$ cat src/rtl/ppr_pkg.sv
package ppr_pkg;
  localparam int BYTE_W = 8;
  localparam logic [BYTE_W-1:0] FIXED_ONES = 8'hFF;
  localparam logic [BYTE_W-1:0] REV_VALUE  = 8'h10;
  typedef logic [1:0] prot_code_t;
endpackage

$ cat src/rtl/ppr_lock_bank.sv
module ppr_lock_bank #(
  parameter int NLOCK = 9,
  parameter int IW    = 4
) (
  input  logic             clk,
  input  logic             rst,
  input  logic             prot_n,
  input  logic             lock_wr,
  input  logic [IW-1:0]    idx,
  input  logic             wbit7,
  input  logic             det_wr,
  output logic [NLOCK-1:0] sticky,
  output logic             det_en,
  output logic             det_flag
);
  logic reinit;
  assign reinit = rst || !prot_n;

  for (genvar i = 0; i < NLOCK; i++) begin : g_lock
    logic s_q;
    always_ff @(posedge clk) begin
      if (reinit) s_q <= 1'b1;
      else if (lock_wr && idx == IW'(i) && s_q && !wbit7) s_q <= 1'b0;
    end
    assign sticky[i] = s_q;
  end

  always_ff @(posedge clk) begin
    if (reinit) begin
      det_en   <= 1'b0;
      det_flag <= 1'b1;
    end else if (det_wr) begin
      det_en <= wbit7;
      if (wbit7) det_flag <= 1'b0;
    end
  end
endmodule

$ cat src/rtl/ppr_ctrl_store.sv
module ppr_ctrl_store #(
  parameter int NBLK = 8,
  parameter int NRES = 3,
  parameter int IW   = 4
) (
  input  logic              clk,
  input  logic              rst,
  input  logic              wr,
  input  logic [IW-1:0]     idx,
  input  logic [7:0]        wdata,
  input  logic              open,
  output logic [2*NBLK-1:0] blk_code,
  output logic [2*NBLK-1:0] blk_rf,
  output logic [1:0]        page_code,
  output logic [7:0]        page_wen,
  output logic [8*NRES-1:0] res_flat
);
  for (genvar b = 0; b < NBLK; b++) begin : g_blk
    logic [1:0] code_q, rf_q;
    always_ff @(posedge clk) begin
      if (rst) begin
        code_q <= 2'b11;
        rf_q   <= 2'b11;
      end else if (wr && open && idx == IW'(b)) begin
        code_q <= wdata[1:0];
        rf_q   <= wdata[5:4];
      end
    end
    assign blk_code[2*b +: 2] = code_q;
    assign blk_rf[2*b +: 2]   = rf_q;
  end

  always_ff @(posedge clk) begin
    if (rst) page_code <= 2'b11;
    else if (wr && open && idx == IW'(NBLK)) page_code <= wdata[1:0];
  end

  always_ff @(posedge clk) begin
    if (rst) page_wen <= '1;
    else if (wr && idx == IW'(NBLK+1)) page_wen <= wdata;
  end

  for (genvar r = 0; r < NRES; r++) begin : g_res
    logic [7:0] res_q;
    always_ff @(posedge clk) begin
      if (rst) res_q <= '1;
      else if (wr && idx == IW'(NBLK+3+r)) res_q <= wdata;
    end
    assign res_flat[8*r +: 8] = res_q;
  end
endmodule

$ cat src/rtl/ppr_id_ram.sv
module ppr_id_ram #(
  parameter int DEPTH = 16,
  parameter int W     = 8,
  localparam int AW   = $clog2(DEPTH)
) (
  input  logic          clk,
  input  logic          we,
  input  logic [AW-1:0] addr,
  input  logic [W-1:0]  wdata,
  output logic [W-1:0]  rdata
);
  logic [W-1:0] mem [DEPTH];
  always_ff @(posedge clk) begin
    if (we) mem[addr] <= wdata;
    rdata <= mem[addr];
  end
endmodule

$ cat src/rtl/ppr_regfile.sv
module ppr_regfile
  import ppr_pkg::*;
#(
  parameter int NBLK = 8,
  parameter int AW   = 8,
  parameter int PB   = 16
) (
  input  logic              clk,
  input  logic              rst,
  input  logic              prot_n,
  input  logic              req_valid,
  input  logic              req_write,
  input  logic              req_cont,
  input  logic [AW-1:0]     req_addr,
  input  logic [7:0]        req_wdata,
  output logic              rsp_valid,
  output logic              rsp_ack,
  output logic [7:0]        rsp_rdata,
  output logic [2*NBLK-1:0] blk_code,
  output logic [1:0]        page_code,
  output logic [7:0]        page_wen
);
  localparam int IW    = $clog2(PB);
  localparam int NLOCK = NBLK + 1;
  localparam int NRES  = PB - NBLK - 5;
  localparam logic [IW-1:0] I_PAGE = IW'(NBLK);
  localparam logic [IW-1:0] I_WEN  = IW'(NBLK + 1);
  localparam logic [IW-1:0] I_DET  = IW'(NBLK + 2);
  localparam logic [IW-1:0] I_ONES = IW'(PB - 2);
  localparam logic [IW-1:0] I_REV  = IW'(PB - 1);

  logic [IW-1:0]     idx;
  logic              id_sel, good, ctl_wr, id_wr, lock_open;
  logic [NLOCK-1:0]  sticky;
  logic              det_en, det_flag;
  logic [2*NBLK-1:0] blk_rf;
  logic [8*NRES-1:0] res_flat;
  logic [7:0]        ctl_rd, ctl_q, id_rd;
  logic              from_id_q;

  assign idx    = req_addr[IW-1:0];
  assign id_sel = req_addr[IW];
  assign good   = req_valid && prot_n && !req_cont && (req_addr[AW-1:IW+1] == '0);
  assign ctl_wr = good && req_write && !id_sel;
  assign id_wr  = good && req_write && id_sel;

  always_comb begin
    lock_open = 1'b1;
    for (int k = 0; k < NLOCK; k++)
      if (idx == IW'(k)) lock_open = sticky[k];
  end

  ppr_lock_bank #(.NLOCK(NLOCK), .IW(IW)) u_locks (
    .clk(clk), .rst(rst), .prot_n(prot_n), .lock_wr(ctl_wr), .idx(idx),
    .wbit7(req_wdata[7]), .det_wr(ctl_wr && idx == I_DET),
    .sticky(sticky), .det_en(det_en), .det_flag(det_flag)
  );

  ppr_ctrl_store #(.NBLK(NBLK), .NRES(NRES), .IW(IW)) u_store (
    .clk(clk), .rst(rst), .wr(ctl_wr), .idx(idx), .wdata(req_wdata),
    .open(lock_open), .blk_code(blk_code), .blk_rf(blk_rf),
    .page_code(page_code), .page_wen(page_wen), .res_flat(res_flat)
  );

  ppr_id_ram #(.DEPTH(PB), .W(8)) u_id (
    .clk(clk), .we(id_wr), .addr(idx), .wdata(req_wdata), .rdata(id_rd)
  );

  always_comb begin
    ctl_rd = '0;
    for (int k = 0; k < NBLK; k++)
      if (idx == IW'(k))
        ctl_rd = {sticky[k], 1'b0, blk_rf[2*k +: 2], 2'b00, blk_code[2*k +: 2]};
    for (int r = 0; r < NRES; r++)
      if (idx == IW'(NBLK + 3 + r)) ctl_rd = res_flat[8*r +: 8];
    if (idx == I_PAGE) ctl_rd = {sticky[NBLK], 5'b00000, page_code};
    if (idx == I_WEN)  ctl_rd = page_wen;
    if (idx == I_DET)  ctl_rd = {det_en, det_flag, 6'b000000};
    if (idx == I_ONES) ctl_rd = FIXED_ONES;
    if (idx == I_REV)  ctl_rd = REV_VALUE;
  end

  always_ff @(posedge clk) begin
    if (rst) begin
      rsp_valid <= 1'b0;
      rsp_ack   <= 1'b0;
      from_id_q <= 1'b0;
      ctl_q     <= '0;
    end else begin
      rsp_valid <= req_valid;
      rsp_ack   <= good;
      from_id_q <= good && !req_write && id_sel;
      ctl_q     <= (good && !req_write && !id_sel) ? ctl_rd : '0;
    end
  end

  assign rsp_rdata = from_id_q ? id_rd : ctl_q;
endmodule

$ cat config.mk
export PLATFORM = sky130hd
export DESIGN_NAME = ppr_regfile
export DESIGN_NICKNAME = d
export VERILOG_FILES = /design/src/rtl/ppr_pkg.sv /design/src/rtl/ppr_lock_bank.sv /design/src/rtl/ppr_ctrl_store.sv /design/src/rtl/ppr_id_ram.sv /design/src/rtl/ppr_regfile.sv
export SDC_FILE = /design/constraint.sdc
export NUM_CORES = 1
export LEC_CHECK = 0
export ABC_AREA = 1
export BUFFER_PORTS_ARGS = -buffer_cell sky130_fd_sc_hd__buf_2
export CORE_UTILIZATION = 65
export DETAILED_ROUTE_END_ITERATION = 16
export MAX_ROUTING_LAYER = met4
export PLACE_DENSITY = 0.93
export SLEW_MARGIN = 20
export SYNTH_ARGS = -nofsm -noshare
export SYNTH_HDL_FRONTEND = slang
export SYNTH_HIERARCHICAL = 1
export SYNTH_SLANG_ARGS = --single-unit
$ cat constraint.sdc
create_clock -name clk -period 4.5 [get_ports clk]
set_input_delay 0.45 -clock clk [delete_from_list [all_inputs] [get_ports clk]]
set_output_delay 0.45 -clock clk [all_outputs]
set_load 0.05 [all_outputs]
Word-level counts from Yosys, hierarchy flattened
Memory sizes are Yosys's and may differ from the RTL's. A register that Yosys moved wholly into a read port is not among the register bits. Index checks and enable logic that the tools add are counted.

Register bits: 88. Bits in writable memories: 128. Input port bits: 22. Output and inout port bits: 36. Memories: 1.

Equality and inequality tests: 15. Mux-type cells: 28. Bitwise operators: 1. Reduce and logical (&&, ||, !) cells: 62.

Memories: u_id.mem (words 16, width 8, read ports 1, clocked after Yosys merged registers in 1, write ports 1, RTL line ppr_id_ram.sv:12) `logic [W-1:0] mem [DEPTH];`.

Operators by type and width (number): 2-to-1 mux 8 bit (16); logical AND 1 bit (51); equality test 4 bit (second input constant) (8); equality test 4 x 3 -> 1 bit (second input constant) (4); 2-to-1 mux 1 bit (11); equality test 4 x 2 -> 1 bit (second input constant) (2); logical NOT 1 bit (5); 2-to-1 mux 5 bit (1); equality test 4 x 1 -> 1 bit (second input constant) (1); logical NOT 4 bit (1); logical NOT 3 bit (1); OR reduction 3 bit (1); AND reduction 2 bit (1); OR reduction 2 bit (1); logical OR 1 bit (1); NOT 1 bit (1).

Depth between registers and ports, before layout
Depth in word-level cells: 17. Depth in mapped cells: 25. Gate-level depth less buffers: 24.

Cells and area by module
Netlist, hierarchy kept.

By module, submodules not included: ppr_id_ram (times used 1, cells an instance 548, area an instance 5592.9 sq um); ppr_ctrl_store (times used 1, cells an instance 325, area an instance 2477.4 sq um); ppr_regfile (times used 1, cells an instance 256, area an instance 1326.3 sq um); ppr_lock_bank (times used 1, cells an instance 70, area an instance 501.7 sq um).

Worst setup path after synthesis
No wires, ideal clock.

Path kind: input port to flip-flop. Start point: input req_addr[2]. End point: register u_store.g_blk[2].code_q[1]. Arrival: 2.056 ns. Required time: 4.370 ns. Setup slack: 2.315 ns. Cell stages on the path: 24. Cells stage by stage: inv_1 -> nand2_2 -> nor2_4 -> nand2_1 -> nand2_1 -> nand2_1 -> nand2_1 -> nand2_1 -> nand2_1 -> nand2_1 -> nand2_1 -> nand2_1 -> nand2_1 -> nand2_1 -> nand2_1 -> nand2_1 -> nand2_1 -> nand2_1 -> nand2_1 -> nand2_1 -> nor2_1 -> nand2_1 -> nand2_1 -> nand3_1.

Longest elaborated chain between the ends: 12. Elaborated cells between the ends (all ways): 20. Those cells by class: 8 x eq/ne; 9 x mux; 3 x reduce/logical.

RTL lines: from (decl) (RTL line ppr_regfile.sv:14) `input logic [AW-1:0] req_addr,`; logical NOT 4 bit (RTL line ppr_regfile.sv:50) `if (idx == IW'(k)) lock_open = sticky[k];`; 2-to-1 mux 1 bit (8 in series) (RTL line ppr_regfile.sv:50); 2-to-1 mux 1 bit (*) (RTL line ppr_regfile.sv:50); net lock_open (RTL line ppr_regfile.sv:33) `logic id_sel, good, ctl_wr, id_wr, lock_open;`; logical AND 1 bit (*) (2 in series) (RTL line ppr_ctrl_store.sv:24) `end else if (wr && open && idx == IW'(b)) begin`; to (signal assigned) (RTL line ppr_ctrl_store.sv:25) `code_q <= wdata[1:0];`; to (decl) (RTL line ppr_ctrl_store.sv:19) `logic [1:0] code_q, rf_q;`.

The timed path passes the listed nets; every way through them passes the cells marked *. A chain may end at the register's enable or synchronous reset.

Worst setup path in the final report
Start point: input req_addr[1]. End point: register u_store.g_blk[0].rf_q[0].

Longest elaborated chain between the ends: 12. Elaborated cells between the ends (all ways): 20. Those cells by class: 8 x eq/ne; 9 x mux; 3 x reduce/logical.

RTL lines: logical NOT 4 bit (RTL line ppr_regfile.sv:50); 2-to-1 mux 1 bit (8 in series) (RTL line ppr_regfile.sv:50); 2-to-1 mux 1 bit (*) (RTL line ppr_regfile.sv:50); net lock_open (RTL line ppr_regfile.sv:33); logical AND 1 bit (*) (2 in series) (RTL line ppr_ctrl_store.sv:24); to (signal assigned) (RTL line ppr_ctrl_store.sv:26) `rf_q <= wdata[5:4];`; to (decl) (RTL line ppr_ctrl_store.sv:19).

Marks and branches as above.

==> summary.txt <==
Pwr
  – P_sw: 0.9401 mW
  – Peak supply drop: 0.2835 mV
  – Seq pwr share: 51.7%
  – Power Internal: 3.262 mW
  – Switching Share: 22.37%
  – Comb pwr share: 6.4%
  – Leakage: 5.066 nW
  – Power per standard cell area: 386.6 nW/um^2
  – Clk network pwr share: 41.9%

Logic synthesis
  – Post-synthesis sequential element count: 224
  – Cells after Synth: 1199
  – Most instantiated cells after synthesis: nand2_1, edfxtp_1, nand3_1
  – Count leader, synth: nand2_1
  – Top area cells in the synthesized netlist: edfxtp_1, nand2_1, dfxtp_1
  – Largest area contributor in the netlist: edfxtp_1
  – Yosys cell types: 27
  – Seq/Total Area, Yosys: 58.25%
  – Asr flop ratio synth: 0%
  – Area share of the largest cell type after synthesis: 38.83%
  – Mapped cell area: 9898 sq um
  – Ys flop type: edfxtp_1
  – Syn Area/Cell: 8.255 sq um
  – Syn Nets: 1221
  – Number of flops mapped to enable cells by yosys: 128
  – Synthesis warning total: 6

GRT
  – Met1 Usage GRT: 43.95%
  – Initial antenna violation count: 0
  – Met2 Use GR: 53.86%
  – First-pass GRT wire length: 40310 microns
  – Vias in the first global route: 7852
  – Largest net degree at the start of global routing: 72
  – Met3 GRT Util: 7.018%
  – Busiest grt layer: met2
  – Gr usage total: 34.16%
  – Overflow after GRT: 0

Timing
  – Max frequency: 328.1 MHz
  – RSZ-0062 raised after global routing: no
  – Min cycle time layout: 3.048 ns
  – Max Slew Vio Count: 0
  – Final Hold Fails: 0
  – Worst Tran Pin Value: 1.121 ns
  – Period utilization: 67.73%
  – Max_slew headroom: 25.02%
  – Setup TNS: 0 ns
  – Hold Slack: 0.1736 ns
  – Count of final setup violators: 0
  – Fin Clk Skew: 0.01505 ns

Worst setup path
  – R2R depth: 23
  – R2R setup slack: 2.14 ns
  – Crit path arrival time: 3.41 ns
  – Critical Path RT: 4.86 ns
  – FF-to-FF End: u_store/g_blk[0].rf_q[0]
  – Endpoint class of the critical path: register
  – Reg2reg start: u_locks/g_lock[0].s_q
  – Crit Path Category: in -> reg
  – CP max FO: 50
  – Setup crit end: u_store/g_blk[0].rf_q[0]
  – CP startpoint kind: input pin
  – Critical path origin: req_addr[1]

Floorplan
  – Boundary Pins: 58
  – Row count: 44
  – Die H: 125.4 microns
  – Die area: 15730 sq um
  – Core Area: 14700 sq um
  – Initial Util: 67.34%
  – Die W: 125.4 microns

Layout
  – Area Growth Syn to Fin: 9.822%
  – Diode count: 0
  – Share of cells above drive strength 1: 10.63%
  – Fill cells: 1013
  – Final net count: 1257

Job
  – Max-Cap Viols: 0

CTS
  – Cts bufs inserted: 22
  – Clock transition at the registers of the reported paths: 0.06 ns
  – CTS Hold Bufs: 0
  – Worst skew pair latency: 0.50 ns
  – # resized after CTS: 0
  – Htree depth: 1
  – Clock Sinks: 224
  – CTS tree: yes
  – # Post-CTS Setup Buffers: 0
  – Clock Tree Root: clkbuf_16
  – Max clock buf depth: 3

Placement
  – Port Buffers: 57
  – Global placer's final weighted congestion: 0.9609
  – Hpwl dp: 16060 microns

Drt
  – Final ANT Viol Nets: 0
  – Post-Route WL: 25870 microns
  – Drt wl/cell: 18.03 microns
  – DRC Markers: 1
  – Via/cell ratio: 5.886
  – DRT iter0 DRCs: 1057
  – Vias: 8446
  – Drt first pass iters: 11

Status
  – Status: complete, but fails checks
  – Failing checks: design-rule violations

Worst hold path
  – Hold crit path type: in -> reg
## power groups by stage
stage               registers [mW]  clock network [mW]  logic (mW)
global route                  2.17                1.85       0.293
global placement              2.22                   0       0.250
floorplan                     2.22                   0       0.162
detailed placement            2.22                   0       0.257
CTS                           2.17                1.77       0.262
finish                        2.17                1.76       0.270
## layout by cell type (no fill, tap or decap), drive strengths merged
master	netlist	layout
a21boi	1	1
a21o	1	1
a21oi	12	12
and2	1	1
and3	1	1
buf	39	62
clkbuf	11	38
clkinv	1	2
dfxtp	96	96
edfxtp	128	128
inv	84	85
mux2	8	8
nand2	590	590
nand3	121	121
nand4	18	18
nor2	72	72
nor3	3	3
o21ai	5	5
or2	7	7
## worst max-delay path: stages
cell	delay, ns
buf_2	0.74
nand2_2	0.25
nor2_4	0.24
nand2_1	0.08
nand2_1	0.08
nand2_1	0.05
nand2_1	0.05
nand2_1	0.04
nand2_1	0.05
nand2_1	0.04
nand2_1	0.05
nand2_1	0.04
nand2_1	0.05
nand2_1	0.05
nand2_1	0.05
nand2_1	0.05
nand2_1	0.10
nand2_1	0.10
inv_1	0.36
nand3_1	0.24
nand2_1	0.16
nand3_1	0.08
## how the worst min path moves through the flow
stage / from / end / slack [ns] / depth (start not counted)
floorplan: u_locks/det_flag / u_locks/det_flag / 0.42 / 2
global placement: u_store/g_res[2].res_q[4] / u_store/g_res[2].res_q[4] / 0.43 / 2
detailed placement: u_store/g_res[2].res_q[4] / u_store/g_res[2].res_q[4] / 0.44 / 2
CTS: req_valid / rsp_valid / 0.16 / 3
global route: req_valid / rsp_valid / 0.19 / 3
finish: req_valid / rsp_valid / 0.17 / 3
## registers in the layout (all words and copies together), names as in the netlist
| name | cells |
|---|---|
| u_locks/g_lock.s_q | 9 |
| u_store/page_code | 2 |
| u_store/g_res.res_q | 24 |
| u_store/g_blk.code_q | 16 |
| ctl_q | 8 |
| rsp_valid | 1 |
| u_locks/det_flag | 1 |
| from_id_q | 1 |
| rsp_ack | 1 |
| u_store/g_blk.rf_q | 16 |
| u_locks/det_en | 1 |
| u_id/rdata | 8 |
| u_id/mem | 128 |
| u_store/page_wen | 8 |
## logic make-up (layout without fill, tap and decap cells)
group                  count (synthesis)  after routing  synth area share (%)
flip-flops                           224            224                 58.25
AND/OR/NAND/NOR                      813            813                 33.81
multiplexers                           8              8                0.9102
buffers and inverters                135            187                 6.017
AO/OA/AOI/OAI                         19             19                 1.011
## metrics by stage
step | instance area (sq um) | utilization [%] | total power, mW | std cells | worst slack, ns
floorplan | 9898 | - | 2.381 | 1199 | 2.315
global placement | 10170 | 69.22 | 2.467 | 1395 | 1.173
detailed placement | 10170 | 69.22 | 2.473 | 1395 | 1.053
CTS | 10870 | 73.95 | 4.203 | 1435 | 1.518
global route | 10870 | 73.95 | 4.319 | 1435 | 1.062
finish | 10870 | 73.95 | 4.202 | 1435 | 1.452
## final cells by class
class                   count  area [sq um]  share of cell area [%]
inverters                  85         319.1                   2.935
well taps                 184         230.2                   2.118
flip-flops and latches    224          5766                   53.04
clock buffers              38         684.4                   6.296
repair buffers             62         322.8                   2.970
multi-input cells         840          3537                   32.54
clock inverters             2         11.26                  0.1036
## metal layers
layer,up-vias,part of all wire [%]
met2,536,47
met3,76,11
met1,3935,38
met5,-,0
met4,0,3.2
li1,3899,-
Power figures use the tool's default switching activity.
